[config.mk]
export PLATFORM = sky130hd
export DESIGN_NAME = beat_splitter
export DESIGN_NICKNAME = d
export VERILOG_FILES = /design/src/rtl/bsplit_pkg.sv /design/src/rtl/bsplit_sizer.sv /design/src/rtl/bsplit_ctrl.sv /design/src/rtl/beat_splitter.sv
export SDC_FILE = /design/constraint.sdc
export NUM_CORES = 1
export LEC_CHECK = 0
export ABC_AREA = 1
export ABC_CLOCK_PERIOD_IN_PS = 2800
export BUFFER_PORTS_ARGS = -buffer_cell sky130_fd_sc_hd__buf_2
export CORE_MARGIN = 3
export CORE_UTILIZATION = 40
export DETAILED_ROUTE_END_ITERATION = 10
export GPL_TIMING_DRIVEN = 0
export HOLD_SLACK_MARGIN = 0.08
export PLACE_DENSITY = 0.67
export SLEW_MARGIN = 5
export SYNTH_ARGS = -nofsm -noshare
export SYNTH_HDL_FRONTEND = slang
export SYNTH_SLANG_ARGS = --single-unit
[constraint.sdc]
create_clock -name clk -period 2.8 [get_ports clk]
set_clock_uncertainty 0.1 [all_clocks]
set_input_delay 0.42 -clock clk [delete_from_list [all_inputs] [get_ports clk]]
set_output_delay 0.42 -clock clk [all_outputs]
set_load 0.02 [all_outputs]
[src/rtl/bsplit_pkg.sv]
package bsplit_pkg;

  // Port width code: the beat limit is 2**code bytes
  typedef enum logic [1:0] {
    PORT_X8  = 2'd0,
    PORT_X16 = 2'd1,
    PORT_X32 = 2'd2,
    PORT_X64 = 2'd3
  } port_code_e;

  typedef enum logic {
    ST_IDLE = 1'b0,
    ST_RUN  = 1'b1
  } split_state_e;

endpackage

[src/rtl/bsplit_sizer.sv]
module bsplit_sizer #(
  parameter int SIZE_W  = 4,
  parameter int ADDR_W  = 5,
  parameter int PORT_W  = 2,
  parameter int NUM_POW = 4
) (
  input  logic              clk,
  input  logic              rst_n,
  input  logic              en,
  input  logic [SIZE_W-1:0] remaining,
  input  logic [ADDR_W-1:0] addr,
  input  logic [PORT_W-1:0] port,
  output logic [SIZE_W-1:0] bytes
);

  logic [NUM_POW-1:0] cand_ok;

  // One candidate per power of two, tested against all three limits
  for (genvar k = 0; k < NUM_POW; k++) begin : g_cand
    logic aligned;
    if (k == 0) begin : g_a0
      assign aligned = 1'b1;
    end else begin : g_an
      assign aligned = (addr[k-1:0] == '0);
    end
    assign cand_ok[k] = aligned && (int'(port) >= k) && (int'(remaining) >= (1 << k));
  end

  // Highest passing candidate wins
  always_comb begin
    bytes = SIZE_W'(1);
    for (int k = 0; k < NUM_POW; k++) begin
      if (cand_ok[k]) bytes = SIZE_W'(1 << k);
    end
  end


  beat_pow2_chk: assert property (@(posedge clk) disable iff (!rst_n)
    en |-> $countones(bytes) == 1);


  beat_fit_chk: assert property (@(posedge clk) disable iff (!rst_n)
    en |-> (int'(bytes) <= int'(remaining)) &&
           (int'(bytes) <= (1 << int'(port))) &&
           ((addr & ADDR_W'(bytes - SIZE_W'(1))) == '0));

endmodule

[src/rtl/bsplit_ctrl.sv]
module bsplit_ctrl
  import bsplit_pkg::*;
#(
  parameter int MAX_BYTES = 8,
  parameter int SIZE_W    = 4,
  parameter int ADDR_W    = 5,
  parameter int PORT_W    = 2
) (
  input  logic              clk,
  input  logic              rst_n,
  input  logic              start,
  input  logic [SIZE_W-1:0] start_size,
  input  logic [ADDR_W-1:0] start_addr,
  input  logic [PORT_W-1:0] start_port,
  input  logic              ack,
  input  logic [SIZE_W-1:0] beat_bytes,
  output logic [SIZE_W-1:0] rem,
  output logic [ADDR_W-1:0] addr,
  output logic [PORT_W-1:0] port,
  output logic              busy,
  output logic              done
);

  split_state_e      state_q;
  logic [SIZE_W-1:0] rem_q;
  logic [ADDR_W-1:0] addr_q;
  logic [PORT_W-1:0] port_q;
  logic              done_q;
  logic              size_ok;
  logic              last_beat;

  assign size_ok   = (start_size != '0) && (int'(start_size) <= MAX_BYTES);
  assign last_beat = (beat_bytes == rem_q);

  always_ff @(posedge clk) begin
    if (!rst_n) begin
      state_q <= ST_IDLE;
      rem_q   <= '0;
      addr_q  <= '0;
      port_q  <= '0;
      done_q  <= 1'b0;
    end else begin
      done_q <= 1'b0;
      case (state_q)
        ST_IDLE: begin
          if (start && size_ok) begin
            state_q <= ST_RUN;
            rem_q   <= start_size;
            addr_q  <= start_addr;
            port_q  <= start_port;
          end
        end
        ST_RUN: begin
          if (ack) begin
            rem_q  <= rem_q - beat_bytes;
            addr_q <= addr_q + ADDR_W'(beat_bytes);
            if (last_beat) begin
              state_q <= ST_IDLE;
              done_q  <= 1'b1;
            end
          end
        end
        default: state_q <= ST_IDLE;
      endcase
    end
  end

  assign rem  = rem_q;
  assign addr = addr_q;
  assign port = port_q;
  assign busy = (state_q == ST_RUN);
  assign done = done_q;


  hold_under_stall_chk: assert property (@(posedge clk) disable iff (!rst_n)
    busy && !ack |=> $stable(rem_q) && $stable(addr_q) && $stable(port_q));


  step_down_chk: assert property (@(posedge clk) disable iff (!rst_n)
    busy && ack && !last_beat |=> busy && (rem_q == $past(rem_q) - $past(beat_bytes)));


  done_single_chk: assert property (@(posedge clk) disable iff (!rst_n)
    done |=> !done);


  done_idle_chk: assert property (@(posedge clk) disable iff (!rst_n)
    done |-> !busy);


  ignore_start_chk: assert property (@(posedge clk) disable iff (!rst_n)
    busy && start && !ack |=> busy && $stable(addr_q));


  bad_start_chk: assert property (@(posedge clk) disable iff (!rst_n)
    !busy && start && !size_ok |=> !busy && !done);

endmodule

[src/rtl/beat_splitter.sv]
module beat_splitter #(
  parameter int MAX_BYTES = 8,
  parameter int ADDR_W    = 5,
  parameter int SIZE_W    = $clog2(MAX_BYTES + 1),
  parameter int PORT_W    = $clog2($clog2(MAX_BYTES) + 1)
) (
  input  logic              clk,
  input  logic              rst_n,
  input  logic              start,
  input  logic [SIZE_W-1:0] start_size,
  input  logic [ADDR_W-1:0] start_addr,
  input  logic [PORT_W-1:0] port_width,
  output logic              beat_valid,
  input  logic              beat_ready,
  output logic [SIZE_W-1:0] beat_bytes,
  output logic [ADDR_W-1:0] beat_addr,
  output logic              busy,
  output logic              done
);

  localparam int NUM_POW = $clog2(MAX_BYTES) + 1;

  logic [SIZE_W-1:0] rem;
  logic [ADDR_W-1:0] cur_addr;
  logic [PORT_W-1:0] cur_port;
  logic [SIZE_W-1:0] step;
  logic              run;
  logic              fire;

  assign fire = run && beat_ready;

  bsplit_ctrl #(
    .MAX_BYTES (MAX_BYTES),
    .SIZE_W    (SIZE_W),
    .ADDR_W    (ADDR_W),
    .PORT_W    (PORT_W)
  ) u_ctrl (
    .clk        (clk),
    .rst_n      (rst_n),
    .start      (start),
    .start_size (start_size),
    .start_addr (start_addr),
    .start_port (port_width),
    .ack        (fire),
    .beat_bytes (step),
    .rem        (rem),
    .addr       (cur_addr),
    .port       (cur_port),
    .busy       (run),
    .done       (done)
  );

  bsplit_sizer #(
    .SIZE_W  (SIZE_W),
    .ADDR_W  (ADDR_W),
    .PORT_W  (PORT_W),
    .NUM_POW (NUM_POW)
  ) u_sizer (
    .clk       (clk),
    .rst_n     (rst_n),
    .en        (run),
    .remaining (rem),
    .addr      (cur_addr),
    .port      (cur_port),
    .bytes     (step)
  );

  assign beat_valid = run;
  assign beat_bytes = step;
  assign beat_addr  = cur_addr;
  assign busy       = run;


  launch_chk: assert property (@(posedge clk) disable iff (!rst_n)
    !busy && start && (start_size != '0) && (int'(start_size) <= MAX_BYTES)
      |=> beat_valid && (beat_addr == $past(start_addr)));


  beat_hold_chk: assert property (@(posedge clk) disable iff (!rst_n)
    beat_valid && !beat_ready |=> beat_valid && $stable(beat_bytes) && $stable(beat_addr));

endmodule

==> Implementation_results.wiki <==
{| class="wikitable"
! Metric !! Value
|-
| Number of inserted diodes || 0
|-
| Maximum vdd ir drop || 294.9 uV
|-
| Share of total power in the clock network || 22.5%
|-
| Largest net degree at the start of global routing || 11
|-
| Relative contribution of combinational cells to total power || a little over a third
|-
| Vias per inst || 4.878
|-
| Switching share of total power || between 30% and 40%
|-
| Commonest non-fill, non-tap cells in the layout || 28 x sky130_fd_sc_hd__nand2_1, 27 x sky130_fd_sc_hd__buf_2, 23 x sky130_fd_sc_hd__nor2_1, 17 x sky130_fd_sc_hd__inv_1
|-
| Initial antenna violation count || 0
|-
| Synth-to-layout area growth || 20.59%
|-
| Post-route non-filler standard cell count || 197
|-
| Slew Viols, Final || 0
|-
| X dimension of the die || 54.21 microns
|-
| Critical path launch point type || register
|-
| Internal power contribution || around 320 uW
|-
| Area share of the leading cell type in the synthesized netlist || 27.99%
|-
| CP required || 2870 ps
|-
| Max frequency || 422.6 MHz
|-
| Switching component of the power || 192.5 uW
|-
| Most common library cell in the layout ignoring fill and taps || sky130_fd_sc_hd__nand2_1
|-
| Detail-routed net length per standard cell || between 10 and 15 microns
|-
| Count of flip-flops with a built-in enable after synthesis || 0
|-
| Seq cells post-synth || 13
|-
| # IOs || 27
|-
| Met3 Track Usage GR || 6.540%
|-
| Number of buffers inserted during clock tree synthesis || 3
|-
| WS Path Type || reg2reg
|-
| Initial Utilization || approximately 45%
|-
| Total detailed-routing wirelength || between 2 and 2.5 mm
|-
| Proportion of synthesized chip area in sequential cells || between 20 and 30%
|-
| Final estimated routing congestion in global placement || 0.8167
|-
| Cell at the root of the clock tree || sky130_fd_sc_hd__clkbuf_4
|-
| Total congestion overflow after global routing || 0
|-
| Ratio of final minimum period to clock period || 84.50%
|-
| Min cycle time layout || 2366 ps
|-
| DRC marker count from the first detailed-route iteration || 12
|-
| IO Port Bufs || 26
|-
| Number of cells after detailed placement || 193
|-
| Via count of the first global-routing pass || 875
|-
| Top cells by area in the synthesized netlist || sky130_fd_sc_hd__dfxtp_1 28%, sky130_fd_sc_hd__nand2_1 11%, sky130_fd_sc_hd__ha_1 9.4%
|-
| Met2 Resource Use GR || 29.48%
|-
| Global-route wire length before repair || between 3 and 4 mm
|-
| Setup violation total in the final timing report || 0
|-
| Post-synth cell types || 19
|-
| Count of synthesis-stage warnings from yosys || 0
|-
| Fraction of layout cells with a size suffix above 1 || 24.12%
|-
| Remaining antenna violation count || 0
|-
| Most frequently used flop master after synthesis || sky130_fd_sc_hd__dfxtp_1
|-
| Net Count, Synth || 164
|-
| Total number of placement rows || 16
|-
| Synthesized instance count || between 100 and 150
|-
| Clk pin slew, worst setup/hold paths || approximately 90 ps
|-
| Synth Area per Inst || between 6 and 7 sq um
|-
| Hold Path Class || in2reg
|-
| Vertical die dimension || roughly 54 microns
|-
| Largest area contributor in the synthesized netlist || sky130_fd_sc_hd__dfxtp_1
|-
| Layout Utilization || 53.85%
|-
| GRT Overall Usage || 17.01%
|-
| DR DRC count || 0
|-
| Busiest layer in global routing || met2
|-
| GRT met1 Usage || 20.17%
|-
| Crit Path Max Fanout || 6
|-
| Worst-margin pin slew || 432.1 ps
|-
| Mapped cell area || roughly 930 sq um
|-
| # nets final || 195
|-
| Max capacitance violation total || 0
|-
| Worst slack at placement || 465.2 ps
|-
| Hold violation count in the final report || 0
|-
| RSZ-0062 raised after global routing || no
|-
| P_leak || approximately 0.58 nW
|-
| Count of H-tree levels built during CTS || 1
|-
| Insertion delay of the later-clocked pin in the worst-skew pair || roughly 270 ps
|-
| Asr flop ratio synth || 0%
|-
| Final setup TNS || 0 ps
|-
| Sequential power share || between 40% and 50%
|-
| Placeable core region || 2082 sq um
|-
| Number of vias after detailed routing || ~960
|-
| Result of the run || finished, final reports clean
|-
| Buffers from clock root to sink, at most || 2
|-
| Hpwl dp || 1.777 mm
|-
| Power Dens Cells || 461.2 nW/um^2
|-
| Number of sinks on the clock net || 13
|-
| Number of setup buffers added after CTS || 0
|-
| CTS tree || built
|-
| Slew margin rel. || 70.89%
|-
| Overall die area || 2939 sq um
|-
| Post-CTS Hold Fix Bufs || 0
|-
| Worst Slack Setup Final || 434.0 ps
|-
| Critical Path Sink Type || register
|-
| Total iterations of the first detailed-routing run || 4
|-
| Post-CTS sizing || 0
|-
| Critical Path AT || 2430 ps
|}
## power groups by stage
stage	Sequential [mW]	Combinational [mW]	Clock, mW
2_1_floorplan	0.231	0.122	0
3_3_place_gp	0.225	0.177	0
3_5_place_dp	0.226	0.181	0
4_1_cts	0.222	0.182	0.124
5_1_grt	0.224	0.208	0.130
6_report	0.221	0.180	0.116
## state kept, by name (all words and copies together) (netlist names)
register and count:
u_ctrl.done 1, u_ctrl.port 2, u_ctrl.rem 4, u_ctrl.busy 1, u_ctrl.addr 5
## Yosys cell counts, types with 2 or more instances
master / number
sky130_fd_sc_hd__nand2_1: 28
sky130_fd_sc_hd__inv_1: 17
sky130_fd_sc_hd__nand2_2: 2
sky130_fd_sc_hd__or2_2: 2
sky130_fd_sc_hd__ha_1: 7
sky130_fd_sc_hd__nand3_1: 13
sky130_fd_sc_hd__nor2_1: 23
sky130_fd_sc_hd__fa_1: 2
sky130_fd_sc_hd__o21ai_0: 13
sky130_fd_sc_hd__dfxtp_1: 13
sky130_fd_sc_hd__a21oi_1: 11
sky130_fd_sc_hd__nor2_2: 2
## worst max-delay path, cell delays in order (launching register included)
cell and delay, ps:
sky130_fd_sc_hd__dfxtp_1 440, sky130_fd_sc_hd__nor3_1 70, sky130_fd_sc_hd__nor2_1 80, sky130_fd_sc_hd__o21ai_0 180
sky130_fd_sc_hd__nor2_1 350, sky130_fd_sc_hd__inv_1 140, sky130_fd_sc_hd__fa_1 450, sky130_fd_sc_hd__o21ai_0 150
sky130_fd_sc_hd__o21ai_0 100, sky130_fd_sc_hd__nor2_1 130, sky130_fd_sc_hd__nor2_1 60
## path summary, 6_finish.rpt
check / start / to / slack, ps / depth (start not counted)
min: port_width[0] / u_ctrl.port[0] / 320 / 3
max: u_ctrl.rem[3] / u_ctrl.rem[2] / 430 / 10
max reg2reg: u_ctrl.rem[3] / u_ctrl.rem[2] / 430 / 10
min reg2reg: u_ctrl.addr[3] / u_ctrl.addr[3] / 390 / 2
## routing by layer
| layer | part of all wire (%) | up-vias |
|---|---|---|
| met5 | 0 | - |
| li1 | - | 513 |
| met4 | 0.36 | 0 |
| met1 | 46 | 421 |
| met3 | 6.5 | 2 |
| met2 | 47 | 25 |
## cells by family after synthesis
family / count (synthesis) / share of synthesized area [%]
AOI/OAI and AO/OA: 24 / 12.92
buffers and inverters: 20 / 9.152
and+or+nand+nor: 73 / 35.26
adders and majority gates: 9 / 13.73
xor gates and xnor gates: 1 / 0.9423
DFF: 13 / 27.99
## area by class of cell
class	count	area, sq um
Buffer	2	12.51
Inverter	18	72.57
Timing Repair Buffer	26	130.1
Sequential cell	13	260.3
Tap cell	27	33.78
Fill cell	243	960.9
Clock buffer	3	22.52
Multi-Input combinational cell	107	584.3
Clock inverter	1	5.005
## per-stage QoR
stage / area, sq um / hold slack, ps / power [mW]
floorplan: 929.6 / 333.3 / 0.3529
global placement: 1094 / 364.9 / 0.4012
detailed placement: 1094 / 380.1 / 0.4066
CTS: 1121 / 326.2 / 0.5278
global route: 1121 / 348.3 / 0.5626
finish: 1121 / 323.8 / 0.5171
(Power assumes the default switching activity.)
